**src/rtl/gpio_ctrl_pkg.sv**
```systemverilog
package gpio_ctrl_pkg;
    // offsets inside a port block
    localparam logic [2:0] OFS_DOUT = 3'd0;
    localparam logic [2:0] OFS_DIN  = 3'd1;
    localparam logic [2:0] OFS_OE   = 3'd2;
    localparam logic [2:0] OFS_DSET = 3'd3;
    localparam logic [2:0] OFS_DCLR = 3'd4;
    localparam logic [2:0] OFS_OSET = 3'd5;
    localparam logic [2:0] OFS_OCLR = 3'd6;
    // offsets inside the interrupt block
    localparam int IRQ_CFG   = 0;
    localparam int IRQ_MASK  = 1;
    localparam int IRQ_MSTAT = 2;
    localparam int IRQ_ACK   = 3;
    localparam int IRQ_RAW   = 4;
    // pin mode codes
    localparam logic [2:0] MD_OFF    = 3'd0;
    localparam logic [2:0] MD_HIGH   = 3'd1;
    localparam logic [2:0] MD_LOW    = 3'd2;
    localparam logic [2:0] MD_ALWAYS = 3'd3;
    localparam logic [2:0] MD_RISE   = 3'd4;
    localparam logic [2:0] MD_FALL   = 3'd5;
    localparam logic [2:0] MD_ANY    = 3'd6;
    localparam int MODE_W = 3;
endpackage

```
**src/rtl/gpio_ctrl_sync.sv**
```systemverilog
module gpio_ctrl_sync #(
    parameter int W = 8
) (
    input  logic         clk,
    input  logic         rst_n,
    input  logic [W-1:0] din,
    output logic [W-1:0] dout
);
    typedef struct packed {
        logic [W-1:0] s1;
        logic [W-1:0] s2;
    } sync_t;

    sync_t st_d, st_q;

    always_comb begin
        st_d    = st_q;
        st_d.s1 = din;
        st_d.s2 = st_q.s1;
    end

    always_ff @(posedge clk or negedge rst_n) begin
        if (!rst_n) st_q <= '0;
        else        st_q <= st_d;
    end

    assign dout = st_q.s2;
endmodule

```
**src/rtl/gpio_ctrl_port.sv**
```systemverilog
module gpio_ctrl_port
    import gpio_ctrl_pkg::*;
#(
    parameter int           W   = 18,
    parameter logic [W-1:0] CHG = '1
) (
    input  logic         clk,
    input  logic         rst_n,
    input  logic         wr_en,
    input  logic [2:0]   ofs,
    input  logic [W-1:0] wdata,
    output logic [W-1:0] dout,
    output logic [W-1:0] oe
);
    typedef struct packed {
        logic [W-1:0] dout;
        logic [W-1:0] oe;
    } port_t;

    port_t        st_d, st_q;
    logic [W-1:0] allowed;

    assign allowed = wdata & CHG;

    always_comb begin
        st_d = st_q;
        if (wr_en) begin
            case (ofs)
                OFS_DOUT: st_d.dout = wdata;
                OFS_OE:   st_d.oe   = wdata;
                OFS_DSET: st_d.dout = st_q.dout | allowed;
                OFS_DCLR: st_d.dout = st_q.dout & ~allowed;
                OFS_OSET: st_d.oe   = st_q.oe | allowed;
                OFS_OCLR: st_d.oe   = st_q.oe & ~allowed;
                default:  ;
            endcase
        end
    end

    always_ff @(posedge clk or negedge rst_n) begin
        if (!rst_n) st_q <= '0;
        else        st_q <= st_d;
    end

    assign dout = st_q.dout;
    assign oe   = st_q.oe;
endmodule

```
**src/rtl/gpio_ctrl_irq.sv**
```systemverilog
module gpio_ctrl_irq
    import gpio_ctrl_pkg::*;
#(
    parameter int N = 8,
    localparam int CW = N * MODE_W
) (
    input  logic          clk,
    input  logic          rst_n,
    input  logic [N-1:0]  pin,
    input  logic [CW-1:0] cfg,
    input  logic          ack_we,
    input  logic [N-1:0]  ack,
    output logic [N-1:0]  raw_stat
);
    typedef struct packed {
        logic [N-1:0] prev;
        logic [N-1:0] pend;
    } irq_t;

    irq_t         st_d, st_q;
    logic [N-1:0] lvl;

    always_comb begin
        st_d      = st_q;
        st_d.prev = pin;
        lvl       = '0;
        for (int i = 0; i < N; i++) begin
            logic [2:0] md;
            logic       rise, fall, ev;
            md   = cfg[i*MODE_W +: MODE_W];
            rise = pin[i] & ~st_q.prev[i];
            fall = ~pin[i] & st_q.prev[i];
            ev   = 1'b0;
            case (md)
                MD_HIGH:   lvl[i] = pin[i];
                MD_LOW:    lvl[i] = ~pin[i];
                MD_ALWAYS: lvl[i] = 1'b1;
                MD_RISE:   ev = rise;
                MD_FALL:   ev = fall;
                MD_ANY:    ev = rise | fall;
                default:   ;
            endcase
            st_d.pend[i] = ev | (st_q.pend[i] & ~(ack_we & ack[i]));
        end
    end

    always_ff @(posedge clk or negedge rst_n) begin
        if (!rst_n) st_q <= '0;
        else        st_q <= st_d;
    end

    assign raw_stat = st_q.pend | lvl;
endmodule

```
**src/rtl/gpio_ctrl.sv**
```systemverilog
module gpio_ctrl
    import gpio_ctrl_pkg::*;
#(
    parameter int                    PA_W   = 8,
    parameter int                    PW_W   = 18,
    parameter int                    NWIDE  = 4,
    parameter int                    ADDR_W = 6,
    parameter int                    DATA_W = 32,
    parameter logic [PA_W-1:0]       CHG_A  = '1,
    parameter logic [NWIDE*PW_W-1:0] CHG_W  = '1
) (
    input  logic                    clk,
    input  logic                    rst_n,
    input  logic                    reg_wr,
    input  logic [ADDR_W-1:0]       reg_addr,
    input  logic [DATA_W-1:0]       reg_wdata,
    output logic [DATA_W-1:0]       reg_rdata,
    input  logic [PA_W-1:0]         pa_in,
    output logic [PA_W-1:0]         pa_out,
    output logic [PA_W-1:0]         pa_oe,
    input  logic [NWIDE*PW_W-1:0]   pw_in,
    output logic [NWIDE*PW_W-1:0]   pw_out,
    output logic [NWIDE*PW_W-1:0]   pw_oe,
    output logic                    irq
);
    localparam int NPORT    = NWIDE + 1;
    localparam int IRQ_BASE = NPORT * 8;
    localparam int CFG_W    = PA_W * MODE_W;
    localparam int BLK_W    = ADDR_W - 3;
    localparam logic [ADDR_W-1:0] A_CFG   = ADDR_W'(IRQ_BASE + IRQ_CFG);
    localparam logic [ADDR_W-1:0] A_MASK  = ADDR_W'(IRQ_BASE + IRQ_MASK);
    localparam logic [ADDR_W-1:0] A_MSTAT = ADDR_W'(IRQ_BASE + IRQ_MSTAT);
    localparam logic [ADDR_W-1:0] A_ACK   = ADDR_W'(IRQ_BASE + IRQ_ACK);
    localparam logic [ADDR_W-1:0] A_RAW   = ADDR_W'(IRQ_BASE + IRQ_RAW);

    typedef struct packed {
        logic [CFG_W-1:0] cfg;
        logic [PA_W-1:0]  mask;
    } ictl_t;

    ictl_t                 ic_d, ic_q;
    logic [BLK_W-1:0]      blk;
    logic [2:0]            ofs;
    logic [PA_W-1:0]       pa_s, raw_stat, masked;
    logic [NWIDE*PW_W-1:0] pw_s;
    logic                  ack_we;
    logic                  unused_wdata;

    assign blk          = reg_addr[ADDR_W-1:3];
    assign ofs          = reg_addr[2:0];
    assign ack_we       = reg_wr && (reg_addr == A_ACK);
    assign unused_wdata = ^reg_wdata;

    gpio_ctrl_sync #(.W(PA_W)) u_sync_a (
        .clk(clk), .rst_n(rst_n), .din(pa_in), .dout(pa_s));

    gpio_ctrl_sync #(.W(NWIDE*PW_W)) u_sync_w (
        .clk(clk), .rst_n(rst_n), .din(pw_in), .dout(pw_s));

    gpio_ctrl_port #(.W(PA_W), .CHG(CHG_A)) u_port_a (
        .clk(clk), .rst_n(rst_n),
        .wr_en(reg_wr && (blk == '0)),
        .ofs(ofs), .wdata(reg_wdata[PA_W-1:0]),
        .dout(pa_out), .oe(pa_oe));

    for (genvar g = 0; g < NWIDE; g++) begin : g_wide
        gpio_ctrl_port #(.W(PW_W), .CHG(CHG_W[g*PW_W +: PW_W])) u_port (
            .clk(clk), .rst_n(rst_n),
            .wr_en(reg_wr && (blk == BLK_W'(g + 1))),
            .ofs(ofs), .wdata(reg_wdata[PW_W-1:0]),
            .dout(pw_out[g*PW_W +: PW_W]), .oe(pw_oe[g*PW_W +: PW_W]));
    end

    gpio_ctrl_irq #(.N(PA_W)) u_irq (
        .clk(clk), .rst_n(rst_n), .pin(pa_s), .cfg(ic_q.cfg),
        .ack_we(ack_we), .ack(reg_wdata[PA_W-1:0]), .raw_stat(raw_stat));

    always_comb begin
        ic_d = ic_q;
        if (reg_wr && reg_addr == A_CFG)  ic_d.cfg  = reg_wdata[CFG_W-1:0];
        if (reg_wr && reg_addr == A_MASK) ic_d.mask = reg_wdata[PA_W-1:0];
    end

    always_ff @(posedge clk or negedge rst_n) begin
        if (!rst_n) ic_q <= '0;
        else        ic_q <= ic_d;
    end

    assign masked = raw_stat & ic_q.mask;
    assign irq    = |masked;

    always_comb begin
        reg_rdata = '0;
        if (blk == '0) begin
            case (ofs)
                OFS_DOUT: reg_rdata = DATA_W'(pa_out);
                OFS_DIN:  reg_rdata = DATA_W'(pa_s);
                OFS_OE:   reg_rdata = DATA_W'(pa_oe);
                default:  ;
            endcase
        end
        for (int p = 0; p < NWIDE; p++) begin
            if (blk == BLK_W'(p + 1)) begin
                case (ofs)
                    OFS_DOUT: reg_rdata = DATA_W'(pw_out[p*PW_W +: PW_W]);
                    OFS_DIN:  reg_rdata = DATA_W'(pw_s[p*PW_W +: PW_W]);
                    OFS_OE:   reg_rdata = DATA_W'(pw_oe[p*PW_W +: PW_W]);
                    default:  ;
                endcase
            end
        end
        if (reg_addr == A_CFG)   reg_rdata = DATA_W'(ic_q.cfg);
        if (reg_addr == A_MASK)  reg_rdata = DATA_W'(ic_q.mask);
        if (reg_addr == A_MSTAT) reg_rdata = DATA_W'(masked);
        if (reg_addr == A_RAW)   reg_rdata = DATA_W'(raw_stat);
    end
endmodule

```
**config.mk**
```make
export PLATFORM = sky130hd
export DESIGN_NAME = gpio_ctrl
export DESIGN_NICKNAME = d
export VERILOG_FILES = /design/src/rtl/gpio_ctrl_pkg.sv /design/src/rtl/gpio_ctrl_sync.sv /design/src/rtl/gpio_ctrl_port.sv /design/src/rtl/gpio_ctrl_irq.sv /design/src/rtl/gpio_ctrl.sv
export SDC_FILE = /design/constraint.sdc
export NUM_CORES = 1
export LEC_CHECK = 0
export ABC_CLOCK_PERIOD_IN_PS = 4040
export BUFFER_PORTS_ARGS = -buffer_cell sky130_fd_sc_hd__buf_2
export CELL_PAD_IN_SITES_DETAIL_PLACEMENT = 1
export CELL_PAD_IN_SITES_GLOBAL_PLACEMENT = 1
export CORE_MARGIN = 3
export CORE_UTILIZATION = 48
export CTS_CLUSTER_SIZE = 40
export DETAILED_ROUTE_END_ITERATION = 16
export GPL_TIMING_DRIVEN = 0
export PLACE_DENSITY = 0.93
export SLEW_MARGIN = 5
export SYNTH_ARGS = -nofsm -noshare
export SYNTH_HDL_FRONTEND = slang
export SYNTH_HIERARCHICAL = 1
export SYNTH_SLANG_ARGS = --single-unit
```
**constraint.sdc**
```tcl
create_clock -name clk -period 4.04 [get_ports clk]
set_clock_uncertainty 0.1 [all_clocks]
set_input_delay 0.404 -clock clk [delete_from_list [all_inputs] [get_ports clk]]
set_output_delay 0.404 -clock clk [all_outputs]
set_load 0.03 [all_outputs]
```
==> results.yml, run 1 <==
outcome:
  outcome: "complete, no violations"
floorplanning:
  die_h_um: 202
  dieArea_sq_mm: 0.0410
  start_util_pct: 48.9
  core_area_sq_mm: 0.0378
  placementRows: 71
  die_x_um: 202
  top_level_ports: 314
synth:
  yosysWarningCount: 6
  synthesis.area_sq_mm: 0.0185
  yosys.area.top_type: "dfrtp_1"
  synth-xor-area-share_pct: 0.0946
  synth_top_area_share_pct: 49.7
  synth_ff_type: "dfrtp_1"
  yosysSeqAreaShare_pct: 49.7
  async_reset_ff_share_pct: 100
  syn_inst: 1720
  ys_ff_latch: 368
  syn_avg_cell_area_sq_um: 10.8
  synth-edff-count: 0
  synth_area_leaders: "dfrtp_1, o221ai_1, a31oi_1"
  synth-adder-area-share_pct: 1.08
  synth_top_family_by_area: "compound AO/OA/AOI/OAI gates"
  synth.area.mux_share_pct: 7.50
  netlist-cell-type-count: 70
  synthSimpleGateAreaFrac_pct: 9.40
  synth-compound-area-share_pct: 26.6
grt:
  antenna_found_initial: 2
  grt_pass1_wl_um: 130000
  grt_max_degree: 111
  grt_overflow: 0
  track_usage_pct: 42.0
  grt_pass1_vias: 19990
timing:
  period_share_pct: 98.8
  max_freq_mhz: 250
  tightestPinTransition_ns: 0.905
  fin_tns_setup_ns: 0
  finalMaxSlewViolations: 0
  slew_headroom_pct: 39.2
  setup_viol: 0
  rsz0062_at_grt: "false"
  period_minus_slack_ns: 3.99
  finalHoldViolCount: 0
  hold_ws_ns: 0.247
route:
  firstDrtPassIters: 6
  drt_iter0_drc: 2506
  drt-total-wl_um: 88400
  drtAntennaViolNets: 0
  via_per_inst: 7.04
  wl_per_cell_um: 32.8
  drcViolationCount: 0
  via_count: 18996
cts:
  cts_sinks: 368
  cts.root.buffer_cell: "clkbuf_16"
  post-cts-setup-buffer-count: 0
  cts_tree: "yes"
  clk_latency_ns: 0.57
  ctsLongestPathBuffers: 3
  cts_buffers: 41
  h-tree-depth: 2
  path_clk_slew_ns: 0.07
placed_design:
  place_hpwl_um: 57000
  gp_congestion: 0.964
  placed_cells: 2535
  io_buffers: 294
worst_setup_path:
  crit_fanout: 11
  critPathLaunchType: "primary input"
  critPathKind: "in2out"
  cp_data_arrival_time_ns: 3.49
  required_ns: 3.54
  worstSetupEndpointType: "primary output"
cells_and_area:
  drive_above_1_share_pct: 26.3
  area_growth_pct: 24.3
  final_util_pct: 60.9
  mostFrequentLayoutCells: "dfrtp_1, buf_2, o21ai_0, a31oi_1, nand2_1"
  final_cells: 2697
  antenna_cells: 0
  fin_nets: 2291
  final_common_cell: "dfrtp_1"
power_and_ir_drop:
  power_density_mw_per_mm2: 411
  vdd.ir_drop.worst_mv: 0.377
  p_leak_uw: 0.00932
worst_hold_path:
  hp-class: "reg2reg"
flow_run:
  drv_cap: 0
## sequential cells by signal, summed over array words and instances (netlist names)
register,flops
g_wide.u_port/dout,72
g_wide.u_port/oe,72
ic_q,32
u_irq/st_q,16
u_port_a/dout,8
u_port_a/oe,8
u_sync_a/dout,8
u_sync_a/st_d,8
u_sync_w/dout,72
u_sync_w/st_d,72
## critical path, cell delays in order
cell       delay (ns)
buf_2            0.40
buf_4            0.30
buf_6            0.20
buf_6            0.21
buf_4            0.32
mux2i_1          0.36
a2bb2oi_1        0.30
nor2_1           0.12
o211ai_1         0.34
a21oi_1          0.25
buf_2            0.25
## per-layer routing
metal	vias up	GRT usage, %	share of wire, %
li1	7440	-	-
met1	9519	52.2	36
met2	1574	66.2	45
met3	459	9.31	11
met4	4	27.9	7.9
met5	-	0	0.019
## where the power goes
group	switching [uW]	internal, uW
Combinational	903	460
Clock	1700	2350
Sequential	179	3860
## per-stage QoR
step	cell area [sq um]	setup slack [ns]	total power (uW)
2_1_floorplan	18600	1.15	4700
3_3_place_gp	20700	-4.64	5240
3_5_place_dp	20800	0.0949	5310
4_1_cts	23000	0.0904	9320
5_1_grt	23000	0.0547	9670
6_report	23000	0.0466	9460
## area by class of cell
type	instances	area [sq um]
Multi-Input combinational cell	1178	8310
Tap cell	511	639
Clock buffer	57	1210
Timing Repair Buffer	384	2440
Fill cell	4173	14800
Sequential cell	368	9210
Inverter	34	128
Buffer	147	900
Clock inverter	18	199
## synth_stat cells, types with 16 or more instances
master,count
a21oi_1,50
a2bb2oi_1,18
a31oi_1,161
buf_2,32
buf_4,26
buf_6,22
clkbuf_1,55
dfrtp_1,368
ha_1,16
inv_1,29
mux2_2,23
mux2_4,20
mux2i_1,83
nand2_1,136
nor2_1,40
nor2b_1,90
o211ai_1,17
o21ai_0,185
o221ai_1,120
o221ai_2,40
## cells by family (layout without fill, tap and decap cells)
kind of cell / after synthesis / count (layout)
and+or+nand+nor: 337 / 337
AOI/OAI and AO/OA: 689 / 689
buffers and inverters: 181 / 640
other: 1 / 8
muxes: 126 / 126
DFF: 368 / 368
adders and majority gates: 16 / 16
xor gates and xnor gates: 2 / 2
## what timing repair did
item,CTS,global route
hold endpoints to repair,174,0
setup endpoints to repair,0,7
gates resized for setup,0,1
hold buffers,87,0
## worst paths after layout
kind	start	endpoint	slack [ns]	depth (start not counted)
setup / recovery	reg_addr[0]	reg_rdata[7]	0.05	11
hold / removal	u_sync_w/st_d[13]$_DFF_PN0_	u_sync_w/dout[13]$_DFF_PN0_	0.25	0
setup reg to reg	u_sync_a/dout[6]$_DFF_PN0_	u_irq/st_q[6]$_DFF_PN0_	2.29	5
hold reg to reg	u_sync_w/st_d[13]$_DFF_PN0_	u_sync_w/dout[13]$_DFF_PN0_	0.25	0
max in group asynchronous	rst_n	g_wide[1].u_port/oe[3]$_DFFE_PN0P_	1.75	5
min in group asynchronous	rst_n	u_sync_w/st_d[39]$_DFF_PN0_	0.31	2
No activity file was read; power rests on OpenSTA's default activity.
==> run 2: changes to the inputs <==
--- a/config.mk
+++ b/config.mk
@@ -6,7 +6,7 @@
 export NUM_CORES = 1
 export LEC_CHECK = 0
 export ABC_CLOCK_PERIOD_IN_PS = 4040
-export BUFFER_PORTS_ARGS = -buffer_cell sky130_fd_sc_hd__buf_2
+export BUFFER_PORTS_ARGS = -buffer_cell sky130_fd_sc_hd__buf_4
 export CELL_PAD_IN_SITES_DETAIL_PLACEMENT = 1
 export CELL_PAD_IN_SITES_GLOBAL_PLACEMENT = 1
 export CORE_MARGIN = 3
==> results.yml, run 2 (synthesis results as in run 1) <==
outcome:
  outcome: "complete, no violations"
floorplanning:
  placementRows: 71
  core_area_sq_mm: 0.0378
  top_level_ports: 314
  dieArea_sq_mm: 0.0410
  die_x_um: 202
  start_util_pct: 48.9
  die_h_um: 202
cts:
  clk_latency_ns: 0.59
  cts_buffers: 41
  post-cts-setup-buffer-count: 0
  cts.root.buffer_cell: "clkbuf_16"
  ctsLongestPathBuffers: 3
  cts_resized: 0
  cts_tree: "yes"
  cts_hold_buf: 87
  h-tree-depth: 2
  path_clk_slew_ns: 0.06
  cts_sinks: 368
grt:
  grt_pass1_wl_um: 133000
  grt_overflow: 0
  grt_pass1_vias: 20456
  antenna_found_initial: 3
  track_usage_pct: 43.1
  grt_max_degree: 112
power_and_ir_drop:
  power_density_mw_per_mm2: 392
  p_leak_uw: 0.00965
  vdd.ir_drop.worst_mv: 0.321
placed_design:
  io_buffers: 294
  placed_cells: 2535
  place_hpwl_um: 56900
  gp_congestion: 0.964
route:
  firstDrtPassIters: 7
  wl_per_cell_um: 33.4
  via_count: 19405
  drt_iter0_drc: 3076
  drtAntennaViolNets: 0
  drt-total-wl_um: 90000
  drcViolationCount: 0
  via_per_inst: 7.20
worst_setup_path:
  cp_data_arrival_time_ns: 3.41
  crit_fanout: 32
  crit_chain: "buf_4 -> buf_4 -> clkbuf_1 -> buf_2 -> a2bb2oi_1 -> nor2_1 -> o211ai_1 -> a21oi_1 -> buf_4"
  crit_slowest_cell: "clkbuf_1"
  worstSetupEndpointType: "primary output"
  critPathLaunchType: "primary input"
  crit_top_cell: "buf_4"
  required_ns: 3.54
  cpPeakStageDelay_ns: 0.54
  critPathKind: "in2out"
cells_and_area:
  drive_above_1_share_pct: 26.1
  fillCellCount: 4030
  final_common_cell: "dfrtp_1"
  mostFrequentLayoutCells: "dfrtp_1, buf_4, o21ai_0, a31oi_1, nand2_1"
  area_growth_pct: 27.7
  fin_nets: 2291
  final_cells: 2696
timing:
  setup_viol: 0
  period_share_pct: 96.9
  slew_headroom_pct: 37.1
  max_freq_mhz: 255
  hold_ws_ns: 0.217
  rsz0062_at_grt: "false"
  finalHoldViolCount: 0
  fin_tns_setup_ns: 0
  finalMaxSlewViolations: 0
  tightestPinTransition_ns: 0.943
  period_minus_slack_ns: 3.92
flow_run:
  drv_cap: 0
worst_hold_path:
  hp-class: "in2reg"
==> run 2: cell count changes in the layout (fill, tap and decap cells not counted), sizes merged <==
cell      previous run  this run
clkbuf             113       114
inv                 35        36
buf                388       389
diode                0         2
clkinv              11         9
clkinvlp             2         1
bufinv               4         1
==> run 2: area by class of cell <==
type,count,area (sq um),area share (%)
Clock buffer,59,1190,5.05
Timing Repair Buffer,384,3170,13.4
Sequential cell,368,9210,38.9
Tap cell,511,639,2.70
Buffer,147,900,3.80
Antenna cell,2,5.00,0.0212
Clock inverter,13,100,0.423
Inverter,34,128,0.539
Multi-Input combinational cell,1178,8310,35.1
==> run 2: metrics by stage <==
stage / setup slack (ns) / util (%) / power [uW] / area, sq um
finish: 0.125 / 62.5 / 9270 / 23700
global route: 0.133 / 62.5 / 9470 / 23700
CTS: 0.336 / 62.5 / 9120 / 23700
detailed placement: 0.350 / 56.8 / 5350 / 21500
global placement: -1.01 / 56.5 / 5280 / 21400
floorplan: 1.15 / - / 4700 / 18600
==> run 2: final timing paths <==
check	from	to	slack (ns)	cells after the start
worst max-delay path	reg_addr[1]	reg_rdata[7]	0.12	9
max in group asynchronous	rst_n	u_sync_w/st_d[30]$_DFF_PN0_	2.05	4
min in group asynchronous	rst_n	u_sync_w/st_d[39]$_DFF_PN0_	0.39	2
worst max register to register	u_sync_a/dout[3]$_DFF_PN0_	u_irq/st_q[3]$_DFF_PN0_	2.22	5
worst min register to register	u_sync_w/st_d[13]$_DFF_PN0_	u_sync_w/dout[13]$_DFF_PN0_	0.24	0
worst min-delay path	reg_wdata[10]	g_wide[2].u_port/dout[10]$_DFFE_PN0P_	0.22	3
==> run 2: report_power, final <==
group          total, uW  switching [uW]  internal, uW
clock network       3790            1680          2120
registers           4040             179          3860
logic               1430             917           517
==> run 2: routing by layer <==
layer / share of wire, % / GRT usage (%) / vias to the layer above / wire (um)
li1: - / - / 7444 / -
met5: 0.014 / 0 / - / 13
met3: 12 / 12.9 / 649 / 10700
met1: 34 / 51.6 / 9489 / 30700
met2: 44 / 66.3 / 1821 / 40000
met4: 9.5 / 31.2 / 2 / 8600
==> run 2: critical path: cells and delay by family <==
kind | cells | cell delay (ns)
AOI/OAI and AO/OA | 3 | 0.97
buffers and inverters | 5 | 1.87
and+or+nand+nor | 1 | 0.10
